[config.mk]
export PLATFORM = sky130hd
export DESIGN_NAME = trig_dispatch
export DESIGN_NICKNAME = d
export VERILOG_FILES = /design/src/rtl/trd_pkg.sv /design/src/rtl/trd_list.sv /design/src/rtl/trd_ctrl.sv /design/src/rtl/trd_data.sv /design/src/rtl/trig_dispatch.sv
export SDC_FILE = /design/constraint.sdc
export NUM_CORES = 2
export LEC_CHECK = 0
export CAP_MARGIN = 15
export CORE_ASPECT_RATIO = 1.1
export CORE_UTILIZATION = 50
export DETAILED_ROUTE_END_ITERATION = 10
export PLACE_DENSITY = 0.67
export SLEW_MARGIN = 20
export SYNTH_ARGS = -nofsm -noshare
export SYNTH_HDL_FRONTEND = slang
export SYNTH_SLANG_ARGS = --single-unit
[constraint.sdc]
create_clock -name clk -period 7.1 [get_ports clk]
set_input_delay 1.065 -clock clk [delete_from_list [all_inputs] [get_ports clk]]
set_output_delay 1.065 -clock clk [all_outputs]
set_load 0.02 [all_outputs]
[src/rtl/trd_pkg.sv]
package trd_pkg;
  localparam int NUM_GRP = 32;
  localparam int GRP_W   = $clog2(NUM_GRP);
  localparam int ADDR_W  = 12;
  localparam int DEF_W   = ADDR_W + 2;

  // Definition word layout: source flag on top, list select, start address.
  typedef struct packed {
    logic              nonDet;
    logic              toAsync;
    logic [ADDR_W-1:0] startAddr;
  } grpDef_t;

  typedef struct packed {
    logic [GRP_W-1:0]  grp;
    logic              nonDet;
    logic [ADDR_W-1:0] startAddr;
  } listEntry_t;

  // Strobes from control to datapath.
  typedef struct packed {
    logic               push;
    logic               toAsync;
    logic [GRP_W-1:0]   pushGrp;
    logic [NUM_GRP-1:0] capture;
  } ctrlStrobe_t;
endpackage

[src/rtl/trd_list.sv]
module trd_list
  import trd_pkg::*;
#(
  parameter int DEPTH = 8,
  localparam int PTR_W = (DEPTH > 1) ? $clog2(DEPTH) : 1,
  localparam int LVL_W = $clog2(DEPTH + 1)
) (
  input  logic             clk,
  input  logic             rstN,
  input  logic             pushEn,
  input  listEntry_t       pushEntry,
  input  logic             popReady,
  output logic             popValid,
  output listEntry_t       headEntry,
  output logic             full,
  output logic [LVL_W-1:0] level
);
  listEntry_t mem [DEPTH];
  logic [PTR_W-1:0] wrPtr, rdPtr;
  logic [LVL_W-1:0] count;
  logic pushDo, popDo;

  assign full      = (count == LVL_W'(DEPTH));
  assign popValid  = (count != '0);
  assign headEntry = mem[rdPtr];
  assign level     = count;
  assign popDo     = popReady && popValid;
  assign pushDo    = pushEn && !full;

  always_ff @(posedge clk) begin
    if (pushDo) mem[wrPtr] <= pushEntry;
  end

  always_ff @(posedge clk) begin
    if (!rstN) begin
      wrPtr <= '0;
      rdPtr <= '0;
      count <= '0;
    end else begin
      if (pushDo) wrPtr <= (wrPtr == PTR_W'(DEPTH - 1)) ? '0 : wrPtr + PTR_W'(1);
      if (popDo)  rdPtr <= (rdPtr == PTR_W'(DEPTH - 1)) ? '0 : rdPtr + PTR_W'(1);
      if (pushDo && !popDo)      count <= count + LVL_W'(1);
      else if (popDo && !pushDo) count <= count - LVL_W'(1);
    end
  end
endmodule

[src/rtl/trd_ctrl.sv]
module trd_ctrl
  import trd_pkg::*;
(
  input  logic               clk,
  input  logic               rstN,
  input  logic               swTrigValid,
  input  logic [NUM_GRP-1:0] swTrigBits,
  input  logic [NUM_GRP-1:0] hwTrig,
  input  logic [NUM_GRP-1:0] nonDetNow,
  input  logic [NUM_GRP-1:0] toAsyncSnap,
  input  logic               syncFull,
  input  logic               asyncFull,
  input  logic               syncPopDone,
  input  logic [GRP_W-1:0]   syncPopGrp,
  input  logic               asyncPopDone,
  input  logic [GRP_W-1:0]   asyncPopGrp,
  output ctrlStrobe_t        strb,
  output logic               retrigErr
);
  logic [NUM_GRP-1:0] reqVec, queuedVec;
  logic [NUM_GRP-1:0] trigIn, popMask, pendNow, acceptVec, eligible, grantVec;
  logic [GRP_W-1:0]   grantIdx;
  logic               found, clash;

  // Software triggers only reach deterministic groups.
  assign trigIn = hwTrig | (swTrigValid ? (swTrigBits & ~nonDetNow) : '0);

  always_comb begin
    popMask = '0;
    if (syncPopDone)  popMask[syncPopGrp]  = 1'b1;
    if (asyncPopDone) popMask[asyncPopGrp] = 1'b1;
  end

  // A group popped this cycle no longer counts as pending.
  assign pendNow   = reqVec | (queuedVec & ~popMask);
  assign acceptVec = trigIn & ~pendNow;
  assign clash     = |(trigIn & pendNow);

  for (genvar g = 0; g < NUM_GRP; g++) begin : g_elig
    assign eligible[g] = reqVec[g] & (toAsyncSnap[g] ? ~asyncFull : ~syncFull);
  end

  always_comb begin
    grantVec = '0;
    grantIdx = '0;
    found    = 1'b0;
    for (int n = 0; n < NUM_GRP; n++) begin
      if (eligible[n] && !found) begin
        grantVec[n] = 1'b1;
        grantIdx    = GRP_W'(n);
        found       = 1'b1;
      end
    end
  end

  always_comb begin
    strb.push    = found;
    strb.toAsync = toAsyncSnap[grantIdx];
    strb.pushGrp = grantIdx;
    strb.capture = acceptVec;
  end

  always_ff @(posedge clk) begin
    if (!rstN) begin
      reqVec    <= '0;
      queuedVec <= '0;
      retrigErr <= 1'b0;
    end else begin
      reqVec    <= (reqVec & ~grantVec) | acceptVec;
      queuedVec <= (queuedVec & ~popMask) | grantVec;
      retrigErr <= clash;
    end
  end
endmodule

[src/rtl/trd_data.sv]
module trd_data
  import trd_pkg::*;
#(
  parameter int LIST_DEPTH = 8,
  localparam int LVL_W = $clog2(LIST_DEPTH + 1)
) (
  input  logic               clk,
  input  logic               rstN,
  input  logic               defWrEn,
  input  logic [GRP_W-1:0]   defWrIdx,
  input  grpDef_t            defWrData,
  input  ctrlStrobe_t        strb,
  input  logic               syncPopReady,
  input  logic               asyncPopReady,
  output logic [NUM_GRP-1:0] nonDetNow,
  output logic [NUM_GRP-1:0] toAsyncSnap,
  output logic               syncFull,
  output logic               asyncFull,
  output logic               syncPopDone,
  output logic               asyncPopDone,
  output logic               syncValid,
  output logic               asyncValid,
  output listEntry_t         syncHead,
  output listEntry_t         asyncHead,
  output logic [LVL_W-1:0]   syncLevel,
  output logic [LVL_W-1:0]   asyncLevel
);
  grpDef_t defReg  [NUM_GRP];
  grpDef_t snapReg [NUM_GRP];

  for (genvar g = 0; g < NUM_GRP; g++) begin : g_grp
    always_ff @(posedge clk) begin
      if (!rstN) begin
        defReg[g]  <= '0;
        snapReg[g] <= '0;
      end else begin
        if (defWrEn && (defWrIdx == GRP_W'(g))) defReg[g] <= defWrData;
        if (strb.capture[g]) snapReg[g] <= defReg[g];
      end
    end
    assign nonDetNow[g]   = defReg[g].nonDet;
    assign toAsyncSnap[g] = snapReg[g].toAsync;
  end

  listEntry_t pushEntry;
  assign pushEntry.grp       = strb.pushGrp;
  assign pushEntry.nonDet    = snapReg[strb.pushGrp].nonDet;
  assign pushEntry.startAddr = snapReg[strb.pushGrp].startAddr;

  // Index 0 is the synchronous list, index 1 the asynchronous list.
  logic [1:0]       pushVec, readyVec, validVec, fullVec;
  listEntry_t       headArr [2];
  logic [LVL_W-1:0] levelArr [2];

  assign pushVec  = {strb.push & strb.toAsync, strb.push & ~strb.toAsync};
  assign readyVec = {asyncPopReady, syncPopReady};

  for (genvar l = 0; l < 2; l++) begin : g_list
    trd_list #(.DEPTH(LIST_DEPTH)) u_list (
      .clk       (clk),
      .rstN      (rstN),
      .pushEn    (pushVec[l]),
      .pushEntry (pushEntry),
      .popReady  (readyVec[l]),
      .popValid  (validVec[l]),
      .headEntry (headArr[l]),
      .full      (fullVec[l]),
      .level     (levelArr[l])
    );
  end

  assign syncValid    = validVec[0];
  assign asyncValid   = validVec[1];
  assign syncFull     = fullVec[0];
  assign asyncFull    = fullVec[1];
  assign syncHead     = headArr[0];
  assign asyncHead    = headArr[1];
  assign syncLevel    = levelArr[0];
  assign asyncLevel   = levelArr[1];
  assign syncPopDone  = validVec[0] & readyVec[0];
  assign asyncPopDone = validVec[1] & readyVec[1];
endmodule

[src/rtl/trig_dispatch.sv]
module trig_dispatch
  import trd_pkg::*;
#(
  parameter int LIST_DEPTH = 8,
  localparam int LVL_W = $clog2(LIST_DEPTH + 1)
) (
  input  logic               clk,
  input  logic               rstN,
  input  logic               defWrEn,
  input  logic [GRP_W-1:0]   defWrIdx,
  input  logic [DEF_W-1:0]   defWrData,
  input  logic               swTrigValid,
  input  logic [NUM_GRP-1:0] swTrigBits,
  input  logic [NUM_GRP-1:0] hwTrig,
  input  logic               syncPopReady,
  output logic               syncPopValid,
  output logic [GRP_W-1:0]   syncPopGroup,
  output logic [ADDR_W-1:0]  syncPopAddr,
  output logic               syncPopNonDet,
  input  logic               asyncPopReady,
  output logic               asyncPopValid,
  output logic [GRP_W-1:0]   asyncPopGroup,
  output logic [ADDR_W-1:0]  asyncPopAddr,
  output logic               asyncPopNonDet,
  output logic [LVL_W-1:0]   syncLevel,
  output logic [LVL_W-1:0]   asyncLevel,
  output logic               retrigErr
);
  ctrlStrobe_t        strb;
  logic [NUM_GRP-1:0] nonDetNow, toAsyncSnap;
  logic               syncFull, asyncFull, syncPopDone, asyncPopDone;
  listEntry_t         syncHead, asyncHead;

  trd_ctrl u_ctrl (
    .clk          (clk),
    .rstN         (rstN),
    .swTrigValid  (swTrigValid),
    .swTrigBits   (swTrigBits),
    .hwTrig       (hwTrig),
    .nonDetNow    (nonDetNow),
    .toAsyncSnap  (toAsyncSnap),
    .syncFull     (syncFull),
    .asyncFull    (asyncFull),
    .syncPopDone  (syncPopDone),
    .syncPopGrp   (syncHead.grp),
    .asyncPopDone (asyncPopDone),
    .asyncPopGrp  (asyncHead.grp),
    .strb         (strb),
    .retrigErr    (retrigErr)
  );

  trd_data #(.LIST_DEPTH(LIST_DEPTH)) u_data (
    .clk           (clk),
    .rstN          (rstN),
    .defWrEn       (defWrEn),
    .defWrIdx      (defWrIdx),
    .defWrData     (grpDef_t'(defWrData)),
    .strb          (strb),
    .syncPopReady  (syncPopReady),
    .asyncPopReady (asyncPopReady),
    .nonDetNow     (nonDetNow),
    .toAsyncSnap   (toAsyncSnap),
    .syncFull      (syncFull),
    .asyncFull     (asyncFull),
    .syncPopDone   (syncPopDone),
    .asyncPopDone  (asyncPopDone),
    .syncValid     (syncPopValid),
    .asyncValid    (asyncPopValid),
    .syncHead      (syncHead),
    .asyncHead     (asyncHead),
    .syncLevel     (syncLevel),
    .asyncLevel    (asyncLevel)
  );

  assign syncPopGroup   = syncHead.grp;
  assign syncPopAddr    = syncHead.startAddr;
  assign syncPopNonDet  = syncHead.nonDet;
  assign asyncPopGroup  = asyncHead.grp;
  assign asyncPopAddr   = asyncHead.startAddr;
  assign asyncPopNonDet = asyncHead.nonDet;
endmodule

**After elaboration in Yosys (flattened, before gate mapping)**

Memory sizes are Yosys's and may differ from the RTL's. A register that Yosys moved wholly into a read port is not among the register bits.
Index checks and enable logic that the tools add are counted.

- Register bits after elaboration: 85
- Bits in writable memories: 1184
- Input bits: 89
- Output and inout port bits: 47
- Logic and storage cells: 704
- Memories: 4

- $add $sub $neg: 8
- Magnitude comparators: 5
- Equal/unequal tests: 37
- Mux-type cells: 408
- Bitwise operators: 117
- Reductions and logical operators: 116

Memories:

| memory | words | bits a word | rd ports | clocked after memory_dff | wr ports | line | RTL |
|---|---|---|---|---|---|---|---|
| u_data.defReg | 32 | 14 | 32 | 0 | 32 | trd_data.sv:28 | `grpDef_t defReg [NUM_GRP];` |
| u_data.snapReg | 32 | 14 | 33 | 0 | 32 | trd_data.sv:29 | `grpDef_t snapReg [NUM_GRP];` |
| u_data.g_list[0].u_list.mem | 8 | 18 | 1 | 1 | 1 | trd_list.sv:18 | `listEntry_t mem [DEPTH];` |
| u_data.g_list[1].u_list.mem | 8 | 18 | 1 | 1 | 1 | trd_list.sv:18 |  |

Operators by type and width:

| operator | number |
|---|---|
| two-way mux 14 bit | 64 |
| two-way mux 1 bit | 296 |
| bitwise AND 32 bit | 5 |
| OR 32 bit | 5 |
| inverter 32 bit | 4 |
| two-way mux 32 bit | 3 |
| == test 5 bit, second input constant | 16 |
| two-way mux 5 bit | 16 |
| logical AND 1 bit | 73 |
| OR 1 bit | 64 |
| two-way mux 4 bit | 12 |
| == test 5 x 4 -> 1 bit, second input constant | 8 |
| zero test 1 bit | 37 |
| bitwise AND 1 bit | 36 |
| two-way mux 3 bit | 12 |
| OR reduction 32 bit | 1 |
| == test 5 x 3 -> 1 bit, second input constant | 4 |
| < comparator 5 x 6 -> 1 bit, second input constant | 3 |
| adder 3 x 1 -> 3 bit, second input constant | 4 |
| == test 3 bit, second input constant | 4 |
| demux 1 bit (select 5 bit) | 2 |
| == test 5 x 2 -> 1 bit, second input constant | 2 |
| greater-or-equal comparator 5 x 1 -> 1 bit, second input constant | 2 |
| adder 4 x 1 -> 4 bit, second input constant | 2 |
| other kinds (9) | 16 |

**Depth between registers and ports, before layout**

- Word-level depth: 107
- Gate-level depth with buffers: 25
- Depth with buffers taken out: 20

**Cells and area by module**

A second synthesis with hierarchy kept.

- Cells, all modules: 3940
- Area total of the unflattened synthesis: 55758.5 sq um

By module, submodules not included:

| module | instances | cells each | area each (sq um) | seq. area each (sq um) |
|---|---|---|---|---|
| trd_data | 1 | 2610 | 37961.4 | 26905.8 |
| trd_list (u_data.g_list[1].u_list) | 1 | 285 | 6231.0 | 4584.4 |
| trd_list (u_data.g_list[0].u_list) | 1 | 285 | 6228.5 | 4584.4 |
| trd_ctrl | 1 | 760 | 5337.6 | 1301.2 |

**Worst setup path after synthesis**

No wires, ideal clock.

- Kind: reg-to-reg
- From: reg u_data.g_list[0].u_list.count[0]
- To: mem u_data.g_list[0].u_list.mem[0][0] in the netlist's numbering, enable pin
- Library setup time: 0.439 ns
- Arrival time: 5.857 ns
- Required time: 6.661 ns
- Slack: 0.804 ns
- Cell stages (with the launch flop): 16
- Path buffers: 4
- Clock period less this slack: 6.296 ns
- Cells stage by stage: dfxtp_1 > or4b_1 > buf_2 > a211oi_1 > and4_1 > and2_1 > buf_6 > nand2_4 > o211a_1 > buf_2 > inv_2 > mux4_2 > mux4_2 > o32a_1 > buf_2 > nor4_1

RTL lines:

| element | line | RTL |
|---|---|---|
| start: declaration | trd_list.sv:20 | `logic [LVL_W-1:0] count;` |
| start signal: assignment | trd_list.sv:42 | `if (pushDo && !popDo) count <= count + LVL_W'(1);` |
| start signal: assignment | trd_list.sv:43 | `else if (popDo && !pushDo) count <= count - LVL_W'(1);` |
| end: declaration | trd_list.sv:18 |  |

**Worst setup path after layout**

- From: reg u_data.g_list[1].u_list.count[0]
- To: reg u_data.g_list[0].u_list.count[3]

- Word-level cells in the longest chain between the ends: 106
- Elaborated cells on any way between the ends: 201
- Classes of those cells: 1 x eq/ne; 98 x mux; 35 x bitwise; 67 x reduce/logical

Ends and longest elaborated chain:

| element | line | RTL |
|---|---|---|
| start: declaration | trd_list.sv:20 |  |
| start signal: assignment | trd_list.sv:42 |  |
| start signal: assignment | trd_list.sv:43 |  |
| == test 4 bit * | trd_list.sv:23 | `assign full = (count == LVL_W'(DEPTH));` |
| inverter 1 bit * | trd_ctrl.sv:40 | `assign eligible[g] = reqVec[g] & (toAsyncSnap[g] ? ~asyncFull : ~syncFull);` |
| two-way mux 1 bit | trd_ctrl.sv:40 |  |
| bitwise AND 1 bit | trd_ctrl.sv:40 |  |
| two-way mux 1 bit | trd_ctrl.sv:48 | `if (eligible[n] && !found) begin` |
| zero test 1 bit | trd_ctrl.sv:48 |  |
| logical AND 1 bit | trd_ctrl.sv:48 |  |
| two-way mux 1 bit | trd_ctrl.sv:48 |  |
| [91 not listed] | n/a |  |
| two-way mux 1 bit (not written as such) | trd_ctrl.sv:58 | `strb.toAsync = toAsyncSnap[grantIdx];` |
| inverter 1 bit | trd_data.sv:55 | `assign pushVec = {strb.push & strb.toAsync, strb.push & ~strb.toAsync};` |
| bitwise AND 1 bit * | trd_data.sv:55 |  |
| logical AND 1 bit * | trd_list.sv:28 | `assign pushDo = pushEn && !full;` |
| named net u_data.g_list[0].u_list.pushDo | trd_list.sv:21 | `logic pushDo, popDo;` |
| zero test 1 bit | trd_list.sv:43 |  |
| logical AND 1 bit | trd_list.sv:43 |  |
| nonzero test 2 bit (no line) | n/a |  |

Mark *: on every way through the listed nets, which the timed path passes. The rest lies on a longest branch. The select of a mux whose other input is x is not followed.
A chain may end at the register's enable or synchronous reset.

==> impl_metrics.json <==
{
  "status": "completed",
  "irDropWorstVdd_mv": 0.276,
  "p_seq_frac": 0.428,
  "swShare": 0.325,
  "tightest_slew_ns": 1.19,
  "synth_top_cell_by_area": "edfxtp_1",
  "drt-initial-drc-count": 3594,
  "maxSlewHeadroom": 0.203,
  "cp.depth": 20,
  "cp_max_fo": 35,
  "cp_top_family": "compound AO/OA/AOI/OAI gates",
  "critical_path_required_ns": 7.76,
  "drive_gt1_frac": 0.147,
  "synth_flop_cell": "edfxtp_1",
  "drtPass1Iterations": 6,
  "grt_usage": 0.269,
  "wire_per_inst_um": 27.0,
  "final_core_util": 0.575,
  "area.growth.synth_to_final_pct": 13.3,
  "cts_max_level": 4,
  "grt_pass1_wl_mm": 214,
  "ys_seq_area_frac": 0.682,
  "dieArea_um2": 111000,
  "gp_congestion": 0.949,
  "synthDistinctLibCells": 81,
  "clock_path_buffers": 3,
  "final.min_clock_period_ns": 6.47,
  "min_from": "u_ctrl.queuedVec[12]",
  "multi_input_area_um2": 16400,
  "synthAdderAreaFrac": 0.00393,
  "worstSetupPathType": "register to register",
  "drc_errors": 0,
  "cp_cell_sequence": "nor4b_4, buf_4, mux2i_1, a211oi_1, and4_1, and2_1, o31ai_4, inv_4, mux4_2, mux4_2, o32a_1, inv_1, ha_1, inv_1, ha_1, a21o_1, a21oi_1, xnor2_1, or3_1, a21oi_1",
  "synth_top_area_share": 0.649,
  "whs_ns": 0.455,
  "synthMuxAreaShare": 0.0852,
  "setup_violations": 0,
  "layout.nets": 4115,
  "insertion_delay_ns": 0.76,
  "worstPathArrival_ns": 7.13,
  "synthXorXnorAreaFrac": 0.000960,
  "synth-async-reset-ratio": 0,
  "startpoint": "u_data.g_list[1].u_list.level[0]",
  "synth_area_per_cell_um2": 14.2,
  "clock_sink_count": 1275,
  "fin_crit_sh": 0.911,
  "cts_tree": "built",
  "postCtsSetupRepairBufs": 0,
  "cts.clk_slew.worst_paths_ns": 0.06,
  "finalSetupTns_ns": 0,
  "maxCapViolCount": 0,
  "via_count": 32500,
  "synth_edf_count": 1184,
  "power_frac_comb": 0.288,
  "synth-seq-cells": 1275,
  "regArea_um2": 37400,
  "antenna_found_initial": 8,
  "cts_root_buffer": "clkbuf_16",
  "cts-hold-fix-buffers": 0,
  "die_h_um": 349,
  "core_um2": 108000,
  "hold_depth": 2,
  "die_width_um": 318,
  "worst_clock_skew_ns": 0.0427,
  "cts-buffers-inserted": 133,
  "ys_top_cells_by_count": "edfxtp_1 (1184), and2_1 (780), nor2_1 (224)",
  "synth.area.top_cells": "edfxtp_1 (65%), and2_1 (8.9%), mux4_2 (3.4%), dfxtp_1 (3.3%), mux2_2 (2.6%)",
  "endpoint_kind": "register",
  "slew_viol_final": 0,
  "hold_viol_final": 0,
  "power_density_nw_per_um2": 375,
  "rsz0062_at_grt": "false",
  "reg2reg_from": "u_data.g_list[1].u_list.level[0]",
  "slowest_stage": "a211oi_1",
  "start_kind": "register",
  "synth_compound_area_frac": 0.0507,
  "cts_resized": 0,
  "synth_simple_gate_area_share": 0.155,
  "hold_path_class": "register to register",
  "syn-num-nets": 3972,
  "power.internal_mw": 15.7,
  "synthCells": 3867,
  "slowest_delay_ns": 0.56,
  "yosysMostFrequentCell": "edfxtp_1",
  "routed_via_density": 5.88,
  "synth_top_family_by_area": "simple AND/OR/NAND/NOR gates",
  "initial_core_util": 0.507,
  "routed_wl_mm": 149,
  "nFillCells": 8410,
  "p_clk_frac": 0.284,
  "crit_buf_inv": 4,
  "place_hpwl_mm": 100,
  "portBuffers": 135,
  "grt_max_degree": 96,
  "max_freq_mhz": 155,
  "ios": 136,
  "grt_pass1_vias": 31000,
  "power_switching_mw": 7.55,
  "netlist_area_um2": 54800,
  "num_rows": 126,
  "r2r_cells": 20,
  "synth_warnings": 0,
  "grt_overflow_total": 0,
  "ant_nets": 0,
  "leakagePower_nw": 22.3
}
-- stage by stage --
stage | cell area (µm²) | instances | setup slack (ns) | total power, mW
6_report | 62100 | 5525 | 0.633 | 23.3
5_1_grt | 62100 | 5521 | 0.268 | 24.0
4_1_cts | 62100 | 5520 | 0.667 | 23.3
3_5_place_dp | 58000 | 5283 | 0.717 | 16.8
3_3_place_gp | 57900 | 5283 | 0.722 | 16.7
2_1_floorplan | 54800 | 3867 | 0.804 | 13.9
-- placed cells by master (no fill, tap or decap), types with 5 or more instances in the layout --
cell and n:
o22ai_1 30, inv_1 44, buf_2 13, or2_2 7, a211oi_1 94, clkbuf_16 136, ha_1 14, o21ai_2 6
and2_1 780, a31o_2 17, nand4_1 5, a21oi_1 138, nor3_1 29, inv_6 5, nor4_2 12, o21ai_0 13
clkbuf_1 31, diode_2 5, mux2i_1 139, a31oi_1 18, clkdlybuf4s50_1 121, clkinv_2 22, dfxtp_1 89, nor2b_1 12
o21ai_1 32, and3_1 94, or3_1 9, nand3_1 31, nor4_1 10, edfxtp_1 1184, nor2_1 222, nand2b_1 77
nor4b_4 5, buf_4 117, nand2_1 173, mux4_2 82, clkinv_1 25, mux2_2 126, a22oi_1 36, clkinv_8 5
-- routing by layer --
layer	wire, µm	up-vias	global-route usage
met1	61200	16300	0.368
met3	11400	225	0.0420
met4	5390	0	0.101
met2	71500	1439	0.437
li1	-	14500	-
met5	0	-	0
-- sequential cells by signal, indices dropped and copies added, names as in the netlist, named ones only --
name / flops
u_ctrl.queuedVec: 32
u_ctrl.reqVec: 32
u_ctrl.retrigErr: 1
u_data.defReg: 448
u_data.g_list.u_list.level: 8
u_data.g_list.u_list.mem: 288
u_data.g_list.u_list.rdPtr: 6
u_data.g_list.u_list.wrPtr: 6
u_data.snapReg: 448
-- cell families (layout without fill, tap and decap cells) --
logic type                 count (synthesis)  after routing
and+or+nand+nor                         1500           1500
DFF                                     1275           1275
AOI/OAI and AO/OA                        428            428
muxes                                    348            348
buffers and inverters                    294            539
adders and majority gates                 16             16
xor gates and xnor gates                   6              6
other                                      0              5
-- power by group through the flow --
stage | sequential (mW) | combinational (mW) | clock, mW
after floorplan | 9.97 | 3.89 | 0
after global placement | 10.1 | 6.58 | 0
after detailed placement | 10.1 | 6.66 | 0
after CTS | 9.95 | 6.67 | 6.68
after global routing | 10.0 | 7.04 | 6.95
final | 9.95 | 6.70 | 6.61
-- worst reg2reg max path, cell delays in order (launching register included) --
cell and delay, ns:
dfxtp_1 0.40, nor4b_4 0.29, buf_4 0.41, mux2i_1 0.20
a211oi_1 0.56, and4_1 0.40, and2_1 0.45, o31ai_4 0.22
inv_4 0.31, mux4_2 0.54, mux4_2 0.50, o32a_1 0.50
inv_1 0.15, ha_1 0.19, inv_1 0.09, ha_1 0.28
a21o_1 0.18, a21oi_1 0.18, xnor2_1 0.10, or3_1 0.30
a21oi_1 0.13
-- layout make-up --
| cell class | instances | share of cell area |
|---|---|---|
| clock buffer | 170 | 0.0574 |
| tap | 1408 | 0.0284 |
| antenna | 5 | 0.000202 |
| multi-input combinational | 2298 | 0.265 |
| sequential | 1275 | 0.602 |
| timing repair buffer | 254 | 0.0357 |
| clock inverter | 67 | 0.00826 |
| inverter | 48 | 0.00302 |
-- path summary, 6_finish.rpt --
path | end | slack [ns]
setup / recovery | u_data.g_list[0].u_list.level[3] | 0.63
hold / removal | u_ctrl.queuedVec[12] | 0.45
setup reg to reg | u_data.g_list[0].u_list.level[3] | 0.63
hold reg to reg | u_ctrl.queuedVec[12] | 0.45
(Power assumes the default switching activity.)
